[config.mk]
export PLATFORM = sky130hd
export DESIGN_NAME = fcs_frame_unit
export DESIGN_NICKNAME = d
export VERILOG_FILES = /design/src/rtl/fcs_pkg.sv /design/src/rtl/fcs_accum.sv /design/src/rtl/fcs_tx_path.sv /design/src/rtl/fcs_rx_path.sv /design/src/rtl/fcs_frame_unit.sv
export SDC_FILE = /design/constraint.sdc
export NUM_CORES = 1
export LEC_CHECK = 0
export BUFFER_PORTS_ARGS = -buffer_cell sky130_fd_sc_hd__buf_2
export CORE_MARGIN = 2
export CORE_UTILIZATION = 30
export CTS_BUF_LIST = sky130_fd_sc_hd__clkbuf_8
export DETAILED_ROUTE_END_ITERATION = 10
export GPL_TIMING_DRIVEN = 0
export PLACE_DENSITY = 0.52
export RECOVER_POWER = 100
export SYNTH_ARGS = -nofsm -noshare
export SYNTH_HDL_FRONTEND = slang
export SYNTH_SLANG_ARGS = --single-unit
export TNS_END_PERCENT = 100
[constraint.sdc]
create_clock -name clk -period 2.85 [get_ports clk]
set_clock_uncertainty 0.2 [all_clocks]
set_input_delay 0.4275 -clock clk [delete_from_list [all_inputs] [get_ports clk]]
set_output_delay 0.4275 -clock clk [all_outputs]
set_load 0.01 [all_outputs]
[src/rtl/fcs_pkg.sv]
package fcs_pkg;
  parameter int CRC_W  = 16;
  parameter int BYTE_W = 8;

  typedef enum logic [1:0] {
    TX_BODY   = 2'd0,
    TX_CHK_LO = 2'd1,
    TX_CHK_HI = 2'd2
  } tx_phase_t;

  // One byte through the reflected divider, least significant bit first.
  function automatic logic [CRC_W-1:0] crc_byte(
    input logic [CRC_W-1:0]  cur,
    input logic [BYTE_W-1:0] din,
    input logic [CRC_W-1:0]  poly
  );
    logic [CRC_W-1:0] r;
    logic fb;
    r = cur;
    for (int i = 0; i < BYTE_W; i++) begin
      fb = r[0] ^ din[i];
      r  = r >> 1;
      if (fb) r = r ^ poly;
    end
    return r;
  endfunction
endpackage

[src/rtl/fcs_accum.sv]
module fcs_accum
  import fcs_pkg::*;
#(
  parameter logic [CRC_W-1:0] POLY   = 16'h8408,
  parameter logic [CRC_W-1:0] PRESET = 16'hFFFF
) (
  input  logic              clk,
  input  logic              rst_n,
  input  logic              upd,
  input  logic              init,
  input  logic [BYTE_W-1:0] din,
  output logic [CRC_W-1:0]  crc_q,
  output logic [CRC_W-1:0]  crc_next
);
  assign crc_next = crc_byte(crc_q, din, POLY);

  always_ff @(posedge clk or negedge rst_n) begin
    if (!rst_n)     crc_q <= PRESET;
    else if (init)  crc_q <= PRESET;
    else if (upd)   crc_q <= crc_next;
  end
endmodule

[src/rtl/fcs_tx_path.sv]
module fcs_tx_path
  import fcs_pkg::*;
#(
  parameter logic [CRC_W-1:0] POLY   = 16'h8408,
  parameter logic [CRC_W-1:0] PRESET = 16'hFFFF
) (
  input  logic              clk,
  input  logic              rst_n,
  input  logic              in_valid,
  output logic              in_ready,
  input  logic [BYTE_W-1:0] in_data,
  input  logic              in_last,
  output logic              out_valid,
  input  logic              out_ready,
  output logic [BYTE_W-1:0] out_data,
  output logic              out_last
);
  localparam int NCHK = CRC_W / BYTE_W;

  tx_phase_t        phase_q, phase_d;
  logic [CRC_W-1:0] crc_q, crc_next, chk;
  logic             body_take, chk_take;

  assign chk       = ~crc_q;
  assign body_take = (phase_q == TX_BODY) && in_valid && out_ready;
  assign chk_take  = (phase_q != TX_BODY) && out_ready;

  fcs_accum #(.POLY(POLY), .PRESET(PRESET)) u_acc (
    .clk      (clk),
    .rst_n    (rst_n),
    .upd      (body_take),
    .init     (chk_take && phase_q == TX_CHK_HI),
    .din      (in_data),
    .crc_q    (crc_q),
    .crc_next (crc_next)
  );

  always_comb begin
    phase_d   = phase_q;
    in_ready  = 1'b0;
    out_valid = 1'b1;
    out_last  = 1'b0;
    out_data  = in_data;
    case (phase_q)
      TX_BODY: begin
        in_ready  = out_ready;
        out_valid = in_valid;
        if (body_take && in_last) phase_d = TX_CHK_LO;
      end
      TX_CHK_LO: begin
        out_data = chk[BYTE_W-1:0];
        if (out_ready) phase_d = TX_CHK_HI;
      end
      TX_CHK_HI: begin
        out_data = chk[NCHK*BYTE_W-1 -: BYTE_W];
        out_last = 1'b1;
        if (out_ready) phase_d = TX_BODY;
      end
      default: phase_d = TX_BODY;
    endcase
  end

  always_ff @(posedge clk or negedge rst_n) begin
    if (!rst_n) phase_q <= TX_BODY;
    else        phase_q <= phase_d;
  end

  // the first check byte follows the accepted last payload byte
  assert_chk_follows_R2: assert property (@(posedge clk) disable iff (!rst_n)
    (in_valid && in_ready && in_last) |=> (out_valid && !out_last));

  // no payload intake while a check byte is on the output
  assert_intake_closed_R4: assert property (@(posedge clk) disable iff (!rst_n)
    out_last |-> !in_ready);

  // a stalled check byte holds its value
  assert_chk_hold_R4: assert property (@(posedge clk) disable iff (!rst_n)
    (phase_q != TX_BODY && !out_ready) |=> (out_valid && $stable(out_data) && $stable(out_last)));

  // the closing check byte ends the frame and intake reopens
  assert_last_closes_R2: assert property (@(posedge clk) disable iff (!rst_n)
    (out_valid && out_ready && out_last) |=> (phase_q == TX_BODY));

  logic unused_ok;
  assign unused_ok = ^crc_next;
endmodule

[src/rtl/fcs_rx_path.sv]
module fcs_rx_path
  import fcs_pkg::*;
#(
  parameter logic [CRC_W-1:0] POLY    = 16'h8408,
  parameter logic [CRC_W-1:0] PRESET  = 16'hFFFF,
  parameter logic [CRC_W-1:0] RESIDUE = 16'hF0B8
) (
  input  logic              clk,
  input  logic              rst_n,
  input  logic              in_valid,
  output logic              in_ready,
  input  logic [BYTE_W-1:0] in_data,
  input  logic              in_last,
  output logic              done,
  output logic              good
);
  localparam int MIN_BYTES = CRC_W / BYTE_W;
  localparam int CNT_W     = $clog2(MIN_BYTES + 1);

  logic [CRC_W-1:0] crc_q, crc_next;
  logic [CNT_W-1:0] seen_q;
  logic             end_take, long_enough;

  assign in_ready    = 1'b1;
  assign end_take    = in_valid && in_last;
  // the closing byte itself counts toward the minimum
  assign long_enough = (int'(seen_q) + 1) >= MIN_BYTES;

  fcs_accum #(.POLY(POLY), .PRESET(PRESET)) u_acc (
    .clk      (clk),
    .rst_n    (rst_n),
    .upd      (in_valid),
    .init     (end_take),
    .din      (in_data),
    .crc_q    (crc_q),
    .crc_next (crc_next)
  );

  always_ff @(posedge clk or negedge rst_n) begin
    if (!rst_n) begin
      seen_q <= '0;
      done   <= 1'b0;
      good   <= 1'b0;
    end else begin
      done <= end_take;
      good <= end_take && long_enough && (crc_next == RESIDUE);
      if (end_take)
        seen_q <= '0;
      else if (in_valid && int'(seen_q) < MIN_BYTES)
        seen_q <= seen_q + 1'b1;
    end
  end

  // the result strobe only follows an accepted closing byte
  assert_done_after_last_R6: assert property (@(posedge clk) disable iff (!rst_n)
    done |-> $past(in_valid && in_last));

  // good is never shown outside the strobe
  assert_good_in_done_R6: assert property (@(posedge clk) disable iff (!rst_n)
    good |-> done);

  // a frame made of its closing byte alone never passes
  assert_short_bad_R7: assert property (@(posedge clk) disable iff (!rst_n)
    (done && $past(seen_q) == '0) |-> !good);

  logic unused_ok;
  assign unused_ok = ^crc_q;
endmodule

[src/rtl/fcs_frame_unit.sv]
module fcs_frame_unit
  import fcs_pkg::*;
#(
  parameter logic [CRC_W-1:0] POLY    = 16'h8408,
  parameter logic [CRC_W-1:0] PRESET  = 16'hFFFF,
  parameter logic [CRC_W-1:0] RESIDUE = 16'hF0B8
) (
  input  logic              clk,
  input  logic              rst_n,
  input  logic              tx_in_valid,
  output logic              tx_in_ready,
  input  logic [BYTE_W-1:0] tx_in_data,
  input  logic              tx_in_last,
  output logic              tx_out_valid,
  input  logic              tx_out_ready,
  output logic [BYTE_W-1:0] tx_out_data,
  output logic              tx_out_last,
  input  logic              rx_in_valid,
  output logic              rx_in_ready,
  input  logic [BYTE_W-1:0] rx_in_data,
  input  logic              rx_in_last,
  output logic              rx_done,
  output logic              rx_good
);
  fcs_tx_path #(.POLY(POLY), .PRESET(PRESET)) u_tx (
    .clk       (clk),
    .rst_n     (rst_n),
    .in_valid  (tx_in_valid),
    .in_ready  (tx_in_ready),
    .in_data   (tx_in_data),
    .in_last   (tx_in_last),
    .out_valid (tx_out_valid),
    .out_ready (tx_out_ready),
    .out_data  (tx_out_data),
    .out_last  (tx_out_last)
  );

  fcs_rx_path #(.POLY(POLY), .PRESET(PRESET), .RESIDUE(RESIDUE)) u_rx (
    .clk      (clk),
    .rst_n    (rst_n),
    .in_valid (rx_in_valid),
    .in_ready (rx_in_ready),
    .in_data  (rx_in_data),
    .in_last  (rx_in_last),
    .done     (rx_done),
    .good     (rx_good)
  );
endmodule

[Yosys cells after proc, flatten, opt, wreduce, memory -nomap -nowiden]
Index checks and enable logic that the tools add are counted.
Cells by class
  $add $sub $neg: 2
  magnitude comparators: 2
  eq/ne operators: 6
  muxes and demuxes: 30
  bitwise gates (word level): 33
  reductions and logical operators: 15
Operator list (number)
  $mux 16: 20
  $not 2->3: 16
  $ge 32x3->1 const B: 1
  $eq 16x16->1 const B: 1
  $not 16->16: 1
  $pmux 8 s2: 1
  $xor 1x1->1: 16
  $mux 2: 5
  $logic_and 1x1->1: 9
  $reduce_bool 2->1: 4
  $ne 2x2->1 const B: 3
  $pmux 2 s3: 1
  $add 2x1->3 const B: 1
  $mux 1: 3
  $reduce_and 3->1: 1
  $add 2x1->2 const B: 1
  $eq 2x1->1 const B: 1
  $eq 2x2->1 const B: 1
  $logic_not 2->1: 1
  $lt 2x2->1 const B: 1
Storage, ports and cells
  flip-flop bits (word level): 38
  word-level logic and storage cells: 94

[Longest topological paths before layout]
Gate-level depths: netlist of run 1.
  depth in word-level cells: 18
  mapped depth: 7

[Cells and area by module]
From an unflattened synthesis of run 1, not the netlist that was laid out.
Unflattened totals
  cells, all modules: 243
  area total of the unflattened synthesis: 2748.9 um2
Modules (own cells, without submodules)
  fcs_accum: times used 2, cells an instance 84, area an instance 1044.8 um2
  fcs_tx_path: times used 1, cells an instance 52, area an instance 426.7 um2
  fcs_rx_path: times used 1, cells an instance 23, area an instance 232.7 um2

[Worst setup path before layout of run 1]
No wires, ideal clock.
  path type: reg-to-output
  start point: register u_tx.phase_q[0]
  end point: output tx_out_data[2]
  data arrival time: 1.498 ns
  slack: 0.725 ns
  cell stages (with the launch flop): 7
  path buffers: 2
  cell sequence: dfrtp_1 inv_1 ha_1 clkbuf_1 clkbuf_1 nor2_1 a31oi_1
On the way
  cells in the longest elaborated chain, start to end: 2
RTL lines
  start: declaration: line fcs_tx_path.sv:20  | tx_phase_t phase_q, phase_d;
  start signal: assignment: line fcs_tx_path.sv:65  | else phase_q <= phase_d;
  $eq 2x2->1 or $eq 2x1->1 (tied branches): line fcs_tx_path.sv:44  | case (phase_q)
  $pmux 8 s2 *: line fcs_tx_path.sv:44
  end: declaration: line fcs_frame_unit.sv:16  | output logic [BYTE_W-1:0] tx_out_data,
Every way passes the cells marked *; elsewhere a longest branch is shown, timed or not.

[Worst setup path in the final report of run 1]
Same ends and word-level chain as after synthesis.

==> run_results.csv, run 1 <==
group,metric,value,unit
cells_and_area,layout-drive-gt1-share,23.6,%
drt,detail_route.vias_per_cell,4.58,
grt,grt_start_max_net_pins,39,
worst_setup_path,criticalPathCategory,"reg2out",
floorplanning,core_area,7250,sq um
pwr,power_density,1230,nW/um^2
worst_setup_path,worst-r2r-setup-slack,340,ps
clocking,ctsHoldBuffers,0,
synth,synth-seq-area-share,44.0,%
cells_and_area,antenna_cells,0,
worst_setup_path,critical_path_required,2220,ps
synth,async_flop_share,100,%
sta,clock.fmax,391,MHz
clocking,clkSlewWorstSetupHoldPaths,80,ps
sta,final.period_utilization,89.7,%
sta,hold_violations,0,
cells_and_area,layout.nets,286,
floorplanning,floorplan.die_area,8210,sq um
drt,num_vias,1634,
worst_setup_path,start_kind,"flop",
run_status,failed_checks,"max-capacitance violations, max-slew violations",
worst_setup_path,slowest_delay,450,ps
sta,max_slew_headroom,-35.4,%
worst_setup_path,worstReg2RegEnd,"u_rx.good",
synth,netlist_instances,216,
cells_and_area,multiInputGateArea,1180,sq um
pwr,design_power_total,3.20,mW
synth,synth_top_cell_by_area,"dfstp_2",
synth,post-synth-top-area-fraction,37.4,%
clocking,tritoncts_sink_count,38,
sta,slew_viol_final,39,
place,dp_hpwl,3500,um
drt,drt.antenna.violating_nets,0,
floorplanning,die_h,90.6,um
sta,grt_setup_unrepaired,"false",
synth,postSynthAreaPerCell,10.4,sq um
place,portBuffers,35,
synth,synth_warnings,0,
synth,post-synth-top-count-cell,"dfstp_2",
pwr,ir_worst_vdd,0.405,mV
synth,synth_cell_types,32,
sta,whs,272,ps
grt,groute.usage.overall,12.8,%
synth,synth.net_count,245,
grt,remaining_global_route_overflow,0,
clocking,clock_tree.buffer_depth,2,
synth,ys_seq_elements,38,
grt,vias_in_the_first_global_route,1669,
run,drv.max_cap_violation_count,1,
worst_setup_path,path_cells,"inv_1, ha_1, clkbuf_2, nor2_1, a31oi_1, clkbuf_1",
clocking,clk_root_buffer_cell,"clkbuf_8",
drt,detailed_routing_iterations_pass_1,4,
grt,grt_pass1_wl,8300,um
worst_setup_path,timing.critical_path.fanout_max,10,
sta,timing_worst_slew_pin_value,2030,ps
clocking,tritoncts,"built",
drt,post_drt_wl_per_cell,13.6,um
cells_and_area,fillCellCount,781,
place,place.gp.congestion,0.735,
floorplanning,ios,37,
synth,synthesis.area,2250,sq um
drt,drt_first_iter_violations,40,
cells_and_area,syn_to_final_growth,15.7,%
floorplanning,placement_rows,31,
clocking,inserted_clock_buffers,5,
cells_and_area,sequential_cell_area,991,sq um
hold_path,hold_path.startpoint,"rx_in_last",
sta,final_setup_viols,0,
clocking,htree_levels,2,
floorplanning,die_w,90.6,um
sta,setup_tns,0,ps
worst_setup_path,timing.reg2reg.worst_path_depth,4,
worst_setup_path,r2r_start,"u_rx.u_acc.crc_q[3]",
sta,min_period,2560,ps
synth,ys.flop_type,"dfstp_2",
hold_path,worstHoldPathCells,4,
worst_setup_path,critical-path-slowest-cell,"ha_1",
drt,wl,4850,um
run_status,outcome,"finished with violations",
synth,synth-edff-count,0,
drt,detail_route.drc_violations,0,
synth,list_of_most_frequent_post_synthesis_cells,"32 x dfstp_2, 29 x xnor2_1, 24 x nor2_1, 19 x o22a_1, 18 x nand2b_1",
grt,antenna_found_initial,0,
hold_path,hold_path_end,"u_rx.seen_q[0]",
clocking,clock_network_latency_to_the_later_pin_of_the_worst_skew_pair,290,ps
synth,synth_area_leaders,"dfstp_2 37%, xnor2_1 11%, o22a_1 7.4%",
hold_path,worst_hold_path_type,"in2reg",
floorplanning,floorplan.initialDensity,31.0,%
worst_setup_path,end_kind,"primary output",
pwr,power.static_leakage,0.979,nW
worst_setup_path,worstPathArrival,1930,ps
-- sequential cells by signal (all words and copies together), names as in the netlist --
register          cells
u_tx.phase_q          2
u_rx.good             1
u_rx.u_acc.crc_q     16
u_tx.u_acc.crc_q     16
u_rx.seen_q           2
u_rx.done             1
-- cell usage in the layout (no fill, tap or decap) --
| cell type | netlist | routed |
|---|---|---|
| a2111oi_1 | 0 | 1 |
| a211oi_1 | 1 | 1 |
| a21oi_1 | 10 | 10 |
| a31oi_1 | 8 | 8 |
| and2_0 | 0 | 2 |
| buf_2 | 0 | 20 |
| buf_4 | 1 | 1 |
| clkbuf_1 | 8 | 22 |
| clkbuf_2 | 0 | 1 |
| clkbuf_8 | 0 | 6 |
| clkinv_2 | 0 | 1 |
| clkinvlp_4 | 0 | 1 |
| conb_1 | 1 | 1 |
| dfrtp_1 | 6 | 6 |
| dfstp_1 | 0 | 3 |
| dfstp_2 | 32 | 29 |
| ha_1 | 6 | 6 |
| inv_1 | 4 | 4 |
| mux2_2 | 2 | 2 |
| mux2i_1 | 1 | 1 |
| nand2_1 | 8 | 8 |
| nand2b_1 | 18 | 18 |
| nand3_1 | 3 | 3 |
| nand3b_1 | 1 | 1 |
| nor2_1 | 24 | 24 |
| nor2b_1 | 1 | 1 |
| nor4bb_1 | 3 | 3 |
| o211ai_1 | 3 | 3 |
| o21ai_0 | 2 | 2 |
| o22a_1 | 19 | 19 |
| o31ai_1 | 1 | 1 |
| or3_1 | 1 | 1 |
| or4bb_1 | 1 | 1 |
| xnor2_1 | 29 | 31 |
| xor2_1 | 15 | 15 |
| xor3_1 | 1 | 1 |
-- cells by family (layout without fill, tap and decap cells) --
logic type / count (synthesis) / in the layout / share of synthesized area (%)
AO/OA/AOI/OAI: 45 / 45 / 14.6
XOR/XNOR: 47 / 47 / 19.6
adder cells (fa/ha/maj): 6 / 6 / 3.34
buffers and inverters: 14 / 56 / 2.50
flip-flops: 38 / 38 / 44.0
multiplexers: 3 / 3 / 1.45
other: 1 / 1 / 0.167
AND/OR/NAND/NOR: 62 / 62 / 14.3
-- worst max-delay path by stage --
stage	startpoint	end	cells past startpoint
after floorplan	u_tx.phase_q[0]	tx_out_data[2]	6
after global placement	u_tx.phase_q[0]	tx_out_data[2]	7
after detailed placement	u_tx.phase_q[0]	tx_out_data[2]	7
after CTS	u_tx.phase_q[0]	tx_out_data[2]	7
after global routing	u_tx.phase_q[0]	tx_out_data[7]	6
final	u_tx.phase_q[0]	tx_out_data[2]	6
-- layout make-up --
class	count	share of cell area, %
Multi-Input combinational cell	164	45.5
Sequential cell	38	38.1
Timing Repair Buffer	35	6.01
Tap cell	99	4.76
Clock buffer	6	3.17
Buffer	9	1.49
Inverter	4	0.577
Clock inverter	2	0.481
-- worst max-delay path: cells and delay by family, from the launching register on --
kind / cells / cell delay [ps]
buf+inv: 3 / 560
fa+ha+maj: 1 / 450
flops: 1 / 400
compound gates: 1 / 150
simple gates: 1 / 70
-- routing by layer --
layer	GRT usage [%]	wire length (um)
met5	0	0
met1	16.6	2270
met3	3.51	123
met2	21.1	2410
met4	3.08	50
-- where the power goes --
group	switching [mW]	internal [mW]
Clock	0.197	0.195
Sequential	0.183	0.903
Combinational	0.918	0.806
-- timing repair --
action | CTS | global route
setup buffers | 0 | 0
gates cloned | 0 | 0
endpoints found under the setup margin | 3 | 2
resized for setup | 1 | 0
-- metrics by stage --
stage	std cells	utilization (%)	instance area, sq um	setup WS [ps]
5_1_grt	357	35.9	2600	98.5
2_1_floorplan	216	-	2250	725
3_5_place_dp	350	35.2	2550	288
3_3_place_gp	350	35.2	2550	313
4_1_cts	358	36.5	2650	107
6_report	357	35.9	2600	292
No activity file was read; power rests on OpenSTA's default activity.
==> run 2: changes to the inputs <==
==> constraint.sdc (replaced) <==
create_clock -name clk -period 2.93 [get_ports clk]
set_clock_uncertainty 0.2 [all_clocks]
set_input_delay 0.4395 -clock clk [delete_from_list [all_inputs] [get_ports clk]]
set_output_delay 0.4395 -clock clk [all_outputs]
set_load 0.01 [all_outputs]
==> run 2 against run 1 <==
The run still ends with max-capacitance violations, max-slew violations left; die area unchanged; critical path depth up 1; power down 2.5%; flip-flop and latch count unchanged.
==> run_results.csv, run 2 (synthesis results as in run 1) <==
group,metric,value,unit
run_status,outcome,"finished with violations",
run_status,failed_checks,"max-capacitance violations, max-slew violations",
floorplanning,ios,37,
drt,drt.antenna.violating_nets,0,
sta,hold_violations,0,
worst_setup_path,critical_path_required,2290,ps
clocking,clock_network_latency_to_the_later_pin_of_the_worst_skew_pair,290,ps
place,place.gp.congestion,0.735,
place,portBuffers,35,
run,drv.max_cap_violation_count,1,
worst_setup_path,critical-path-slowest-cell,"dfrtp_1",
sta,max_slew_headroom,-35.8,%
worst_setup_path,start_kind,"flop",
worst_setup_path,total_number_of_cells_along_the_worst_setup_path,7,
sta,whs,282,ps
grt,grt_pass1_wl,8300,um
worst_setup_path,path_cells,"inv_1, ha_1, clkbuf_1, clkbuf_2, nor2_1, a31oi_1, clkbuf_2",
cells_and_area,layout-drive-gt1-share,24.3,%
worst_setup_path,cpLargestDelayFamily,"buffers and inverters",
clocking,inserted_clock_buffers,5,
sta,grt_setup_unrepaired,"false",
cells_and_area,fillCellCount,780,
grt,grt_start_max_net_pins,39,
sta,timing_worst_slew_pin_value,2040,ps
sta,setup_tns,0,ps
cells_and_area,layout.cells.most_common_list,"31 x xnor2_1, 29 x dfstp_2, 24 x nor2_1",
drt,drt_first_iter_violations,40,
clocking,tritoncts_sink_count,38,
worst_setup_path,cp_common_cell,"clkbuf_2",
sta,slew_viol_final,39,
sta,min_period,2700,ps
hold_path,worst_hold_path_type,"reg2reg",
drt,num_vias,1637,
drt,post_drt_wl_per_cell,13.6,um
pwr,ir_worst_vdd,0.394,mV
floorplanning,core_area,7250,sq um
worst_setup_path,worst-r2r-setup-slack,350,ps
pwr,power_density,1200,nW/um^2
drt,detailed_routing_iterations_pass_1,3,
grt,remaining_global_route_overflow,0,
clocking,clkSlewWorstSetupHoldPaths,80,ps
sta,final.period_utilization,92.1,%
drt,detail_route.vias_per_cell,4.57,
grt,vias_in_the_first_global_route,1669,
cells_and_area,antenna_cells,0,
worst_setup_path,slowest_delay,400,ps
clocking,clock_tree.buffer_depth,2,
cells_and_area,syn_to_final_growth,15.9,%
clocking,ctsHoldBuffers,0,
grt,antenna_found_initial,0,
clocking,htree_levels,2,
cells_and_area,final_common_cell,"xnor2_1",
drt,wl,4860,um
worst_setup_path,end_kind,"primary output",
grt,groute.usage.overall,12.8,%
worst_setup_path,r2r_start,"u_rx.u_acc.crc_q[3]",
place,placement.cell_area,2550,sq um
floorplanning,placement_rows,31,
floorplanning,floorplan.die_area,8210,sq um
worst_setup_path,criticalPathCategory,"reg2out",
place,dp_hpwl,3500,um
floorplanning,floorplan.initialDensity,31.0,%
clocking,tritoncts,"built",
clocking,clk_root_buffer_cell,"clkbuf_8",
sta,post-route-worst-setup-slack,231,ps
worst_setup_path,cp_num_buf_inv,4,
sta,clock.fmax,370,MHz
worst_setup_path,timing.reg2reg.worst_path_depth,4,
cells_and_area,biggestRegsByFlops,"u_rx.u_acc.crc_q: 16 flops, u_tx.u_acc.crc_q: 16 flops",
pwr,power.static_leakage,0.986,nW
worst_setup_path,setup.worst_path.start,"u_tx.phase_q[0]",
floorplanning,die_h,90.6,um
worst_setup_path,endpoint,"tx_out_data[2]",
place,place_worst_setup_slack,356,ps
worst_setup_path,timing.critical_path.fanout_max,10,
cells_and_area,layout.nets,287,
cells_and_area,post-route-cell-area,2610,sq um
sta,final_setup_viols,0,
drt,detail_route.drc_violations,0,
worst_setup_path,worstPathArrival,2060,ps
floorplanning,die_w,90.6,um
hold_path,worstHoldPathCells,1,
worst_setup_path,worstReg2RegEnd,"u_rx.good",
-- run 2: cell types whose count changed in the layout (fill, tap and decap cells not counted) --
cell and change:
a2111oi_1 -1, clkbuf_1 -1, clkbuf_2 +1, a2111oi_0 +1
buf_2 +1
-- run 2: cell type report --
class / instances / area (sq um) / share of cell area (%)
multi-input cells: 164 / 1180 / 45.3
flip-flops and latches: 38 / 991 / 38.0
repair buffers: 35 / 159 / 6.09
well taps: 99 / 124 / 4.75
clock buffers: 6 / 82.6 / 3.17
plain buffers: 10 / 42.5 / 1.63
inverters: 4 / 15.0 / 0.576
clock inverters: 2 / 12.5 / 0.480
-- run 2: worst register-to-register path, stage by stage (launching register included) --
cell and delay, ps:
dfstp_1 380, xnor2_1 450, xor3_1 480, or3_1 370, a2111oi_0 540
-- run 2: power by group --
| part | switching [mW] | internal, mW | leakage [nW] |
|---|---|---|---|
| combinational | 0.896 | 0.789 | 0.528 |
| sequential | 0.179 | 0.879 | 0.411 |
| clock | 0.191 | 0.189 | 0.0472 |
| total | 1.27 | 1.86 | 0.986 |
-- run 2: what timing repair did --
item	in CTS	in global routing
buffers inserted	0	0
resized for setup	0	2
setup endpoints to repair	0	8
-- run 2: how the worst min path moves through the flow --
stage,slack (ps),startpoint,endpoint
floorplan,-60,rst_n,u_rx.done
global placement,270,u_rx.seen_q[1],u_rx.seen_q[0]
detailed placement,270,u_rx.seen_q[1],u_rx.seen_q[0]
CTS,80,rst_n,u_rx.seen_q[0]
global route,310,rx_in_last,u_rx.done
finish,280,u_rx.seen_q[1],u_rx.seen_q[0]
-- run 2: layer usage --
metal / up-vias / track usage, % / part of all wire [%]
li1: 826 / - / -
met5: - / 0 / 0
met3: 6 / 3.51 / 2.5
met4: 0 / 3.08 / 1.0
met1: 776 / 16.6 / 47
met2: 29 / 21.1 / 50
-- run 2: metrics by stage --
step,utilization [%],std cells,power (mW)
after floorplan,-,216,2.36
after global placement,35.2,350,2.80
after detailed placement,35.2,350,2.82
after CTS,36.5,358,3.22
after global routing,36.0,358,3.40
final,36.0,358,3.12
==> run 3: changes to the inputs <==
--- a/config.mk
+++ b/config.mk
@@ -7,11 +7,12 @@
 export LEC_CHECK = 0
 export BUFFER_PORTS_ARGS = -buffer_cell sky130_fd_sc_hd__buf_2
 export CORE_MARGIN = 2
-export CORE_UTILIZATION = 30
+export CORE_UTILIZATION = 58
 export CTS_BUF_LIST = sky130_fd_sc_hd__clkbuf_8
 export DETAILED_ROUTE_END_ITERATION = 10
 export GPL_TIMING_DRIVEN = 0
-export PLACE_DENSITY = 0.52
+export MAX_ROUTING_LAYER = met4
+export PLACE_DENSITY = 0.86
 export RECOVER_POWER = 100
 export SYNTH_ARGS = -nofsm -noshare
 export SYNTH_HDL_FRONTEND = slang
==> run 3 against run 2 <==
Register-to-register slack improved by 140 ps; non-clock buffer count is the same; clock power shrank 4%; setup slack got worse by 110 ps; clock-buffer cell count did not move; sequential share of layout area increased by 1.0 points; largest power group unchanged; first-iteration DRC count rose by 28%; cell count is 14% lower; the flow still finishes with violations (max-capacitance violations, max-slew violations); critical path type unchanged; power down 0.60%; hold slack improved by 5.9 ps.
==> run_results.csv, run 3 (synthesis results as in run 1) <==
group,metric,value,unit
run_status,outcome,"finished with violations",
run_status,failed_checks,"max-capacitance violations, max-slew violations",
clocking,post_cts_buffers,0,
drt,detail_route.vias_per_cell,5.47,
grt,antenna_found_initial,0,
drt,detail_route.drc_violations,0,
grt,grt_start_max_net_pins,39,
worst_setup_path,criticalPathCategory,"reg2out",
cells_and_area,utilization,68.8,%
hold_path,worst_hold_path_type,"reg2reg",
sta,hold_violations,0,
cells_and_area,layout.nets,287,
sta,final.period_utilization,95.9,%
worst_setup_path,setup.worst_path.start,"u_tx.phase_q[1]",
sta,min_period,2810,ps
drt,detailed_routing_iterations_pass_1,4,
clocking,inserted_clock_buffers,5,
grt,groute.usage.overall,23.3,%
worst_setup_path,r2r_start,"u_rx.u_acc.crc_q[3]",
worst_setup_path,worstPathArrival,2170,ps
pwr,power.static_leakage,0.984,nW
sta,final_setup_viols,0,
pwr,ir_worst_vdd,0.558,mV
clocking,clock_network_latency_to_the_later_pin_of_the_worst_skew_pair,290,ps
grt,remaining_global_route_overflow,0,
cells_and_area,final_common_cell,"xnor2_1",
worst_setup_path,start_kind,"flop",
grt,grtUsageMet1,31.1,%
floorplanning,ios,37,
clocking,post_cts_resized,0,
place,dp_hpwl,3210,um
clocking,tritoncts,"built",
grt,vias_in_the_first_global_route,1597,
cells_and_area,biggestRegsByFlops,"u_rx.u_acc.crc_q: 16 flops, u_tx.u_acc.crc_q: 16 flops",
floorplanning,core_area,3690,sq um
cells_and_area,layout.cells.most_common_list,"31 x xnor2_1, 28 x dfstp_2, 24 x nor2_1",
floorplanning,floorplan.initialDensity,61.0,%
clocking,clock_tree.buffer_depth,2,
sta,slew_viol_final,39,
clocking,clkSlewWorstSetupHoldPaths,70,ps
drt,num_vias,1680,
floorplanning,placement_rows,22,
sta,timing_worst_slew_pin_value,1940,ps
drt,post_drt_wl_per_cell,14.5,um
clocking,ctsHoldBuffers,0,
place,place.gp.congestion,0.805,
worst_setup_path,critical_path_required,2290,ps
clocking,clk_root_buffer_cell,"clkbuf_8",
hold_path,hold_path.startpoint,"u_rx.seen_q[0]",
run,drv.max_cap_violation_count,1,
cells_and_area,antenna_cells,0,
sta,max_slew_headroom,-29.4,%
floorplanning,die_h,66.3,um
floorplanning,die_w,66.3,um
sta,setup_tns,0,ps
floorplanning,floorplan.die_area,4400,sq um
grt,busiest_layer,"met2",
clocking,tritoncts_sink_count,38,
drt,drt.antenna.violating_nets,0,
grt,grtUsageMet2,35.8,%
drt,drt_first_iter_violations,51,
grt,grt_pass1_wl,7380,um
drt,wl,4460,um
grt,met3_usage,3.58,%
cells_and_area,syn_to_final_growth,12.8,%
sta,grt_setup_unrepaired,"false",
clocking,htree_levels,2,
sta,clock.fmax,356,MHz
place,portBuffers,35,
worst_setup_path,end_kind,"primary output",
pwr,power_density,1220,nW/um^2
worst_setup_path,timing.critical_path.fanout_max,10,
cells_and_area,layout-drive-gt1-share,22.8,%
-- run 3: cell count changes in the layout (fill, tap and decap cells not counted) --
cell and delta:
inv_1 +1, dfstp_1 +1, clkinvlp_4 -1, dfstp_2 -1, clkbuf_1 +2, clkbuf_2 -2
-- run 3: metal layers --
| layer | wire length (um) | up-vias | part of all wire [%] |
|---|---|---|---|
| met4 | 64 | 0 | 1.4 |
| met3 | 198 | 6 | 4.4 |
| met2 | 2080 | 37 | 47 |
| met1 | 2110 | 810 | 47 |
| met5 | 0 | - | 0 |
| li1 | - | 827 | - |
-- run 3: final timing paths --
kind,end,slack [ps],cells past startpoint
setup / recovery,tx_out_data[2],120,7
hold / removal,u_rx.seen_q[0],290,1
setup reg to reg,u_rx.good,490,4
hold reg to reg,u_rx.seen_q[0],290,1
max in group asynchronous,u_rx.seen_q[1],930,1
min in group asynchronous,u_tx.phase_q[0],500,1
-- run 3: final cells by class --
type / instances / area, sq um
timing repair buffer: 35 / 158
clock buffer: 6 / 82.6
buffer: 10 / 41.3
inverter: 4 / 15.0
multi-input combinational: 164 / 1180
tap: 48 / 60.1
sequential: 38 / 991
fill: 312 / 1150
clock inverter: 2 / 8.76
-- run 3: metrics by stage --
stage | instances | worst slack, ps | total power [mW] | area (sq um) | hold slack (ps)
after floorplan | 216 | 793 | 2.36 | 2250 | -56.1
after global placement | 299 | 459 | 2.73 | 2490 | 275
after detailed placement | 299 | 438 | 2.79 | 2490 | 283
after CTS | 307 | 123 | 3.17 | 2580 | 66.5
after global routing | 307 | 16.6 | 3.33 | 2540 | 299
final | 307 | 120 | 3.10 | 2540 | 288
-- run 3: power by group --
part	total (mW)	switching [mW]	leakage (nW)	internal [mW]
Sequential	1.06	0.185	0.410	0.878
Combinational	1.68	0.895	0.522	0.782
Clock	0.364	0.178	0.0524	0.186
Total	3.10	1.26	0.984	1.85
-- run 3: worst max-delay path, cell delays in order, from the launching register on --
cell and delay [ps]:
dfrtp_1 380, inv_1 110, ha_1 280, clkbuf_1 280, clkbuf_1 400, nor2_1 90, a31oi_1 180, buf_2 160
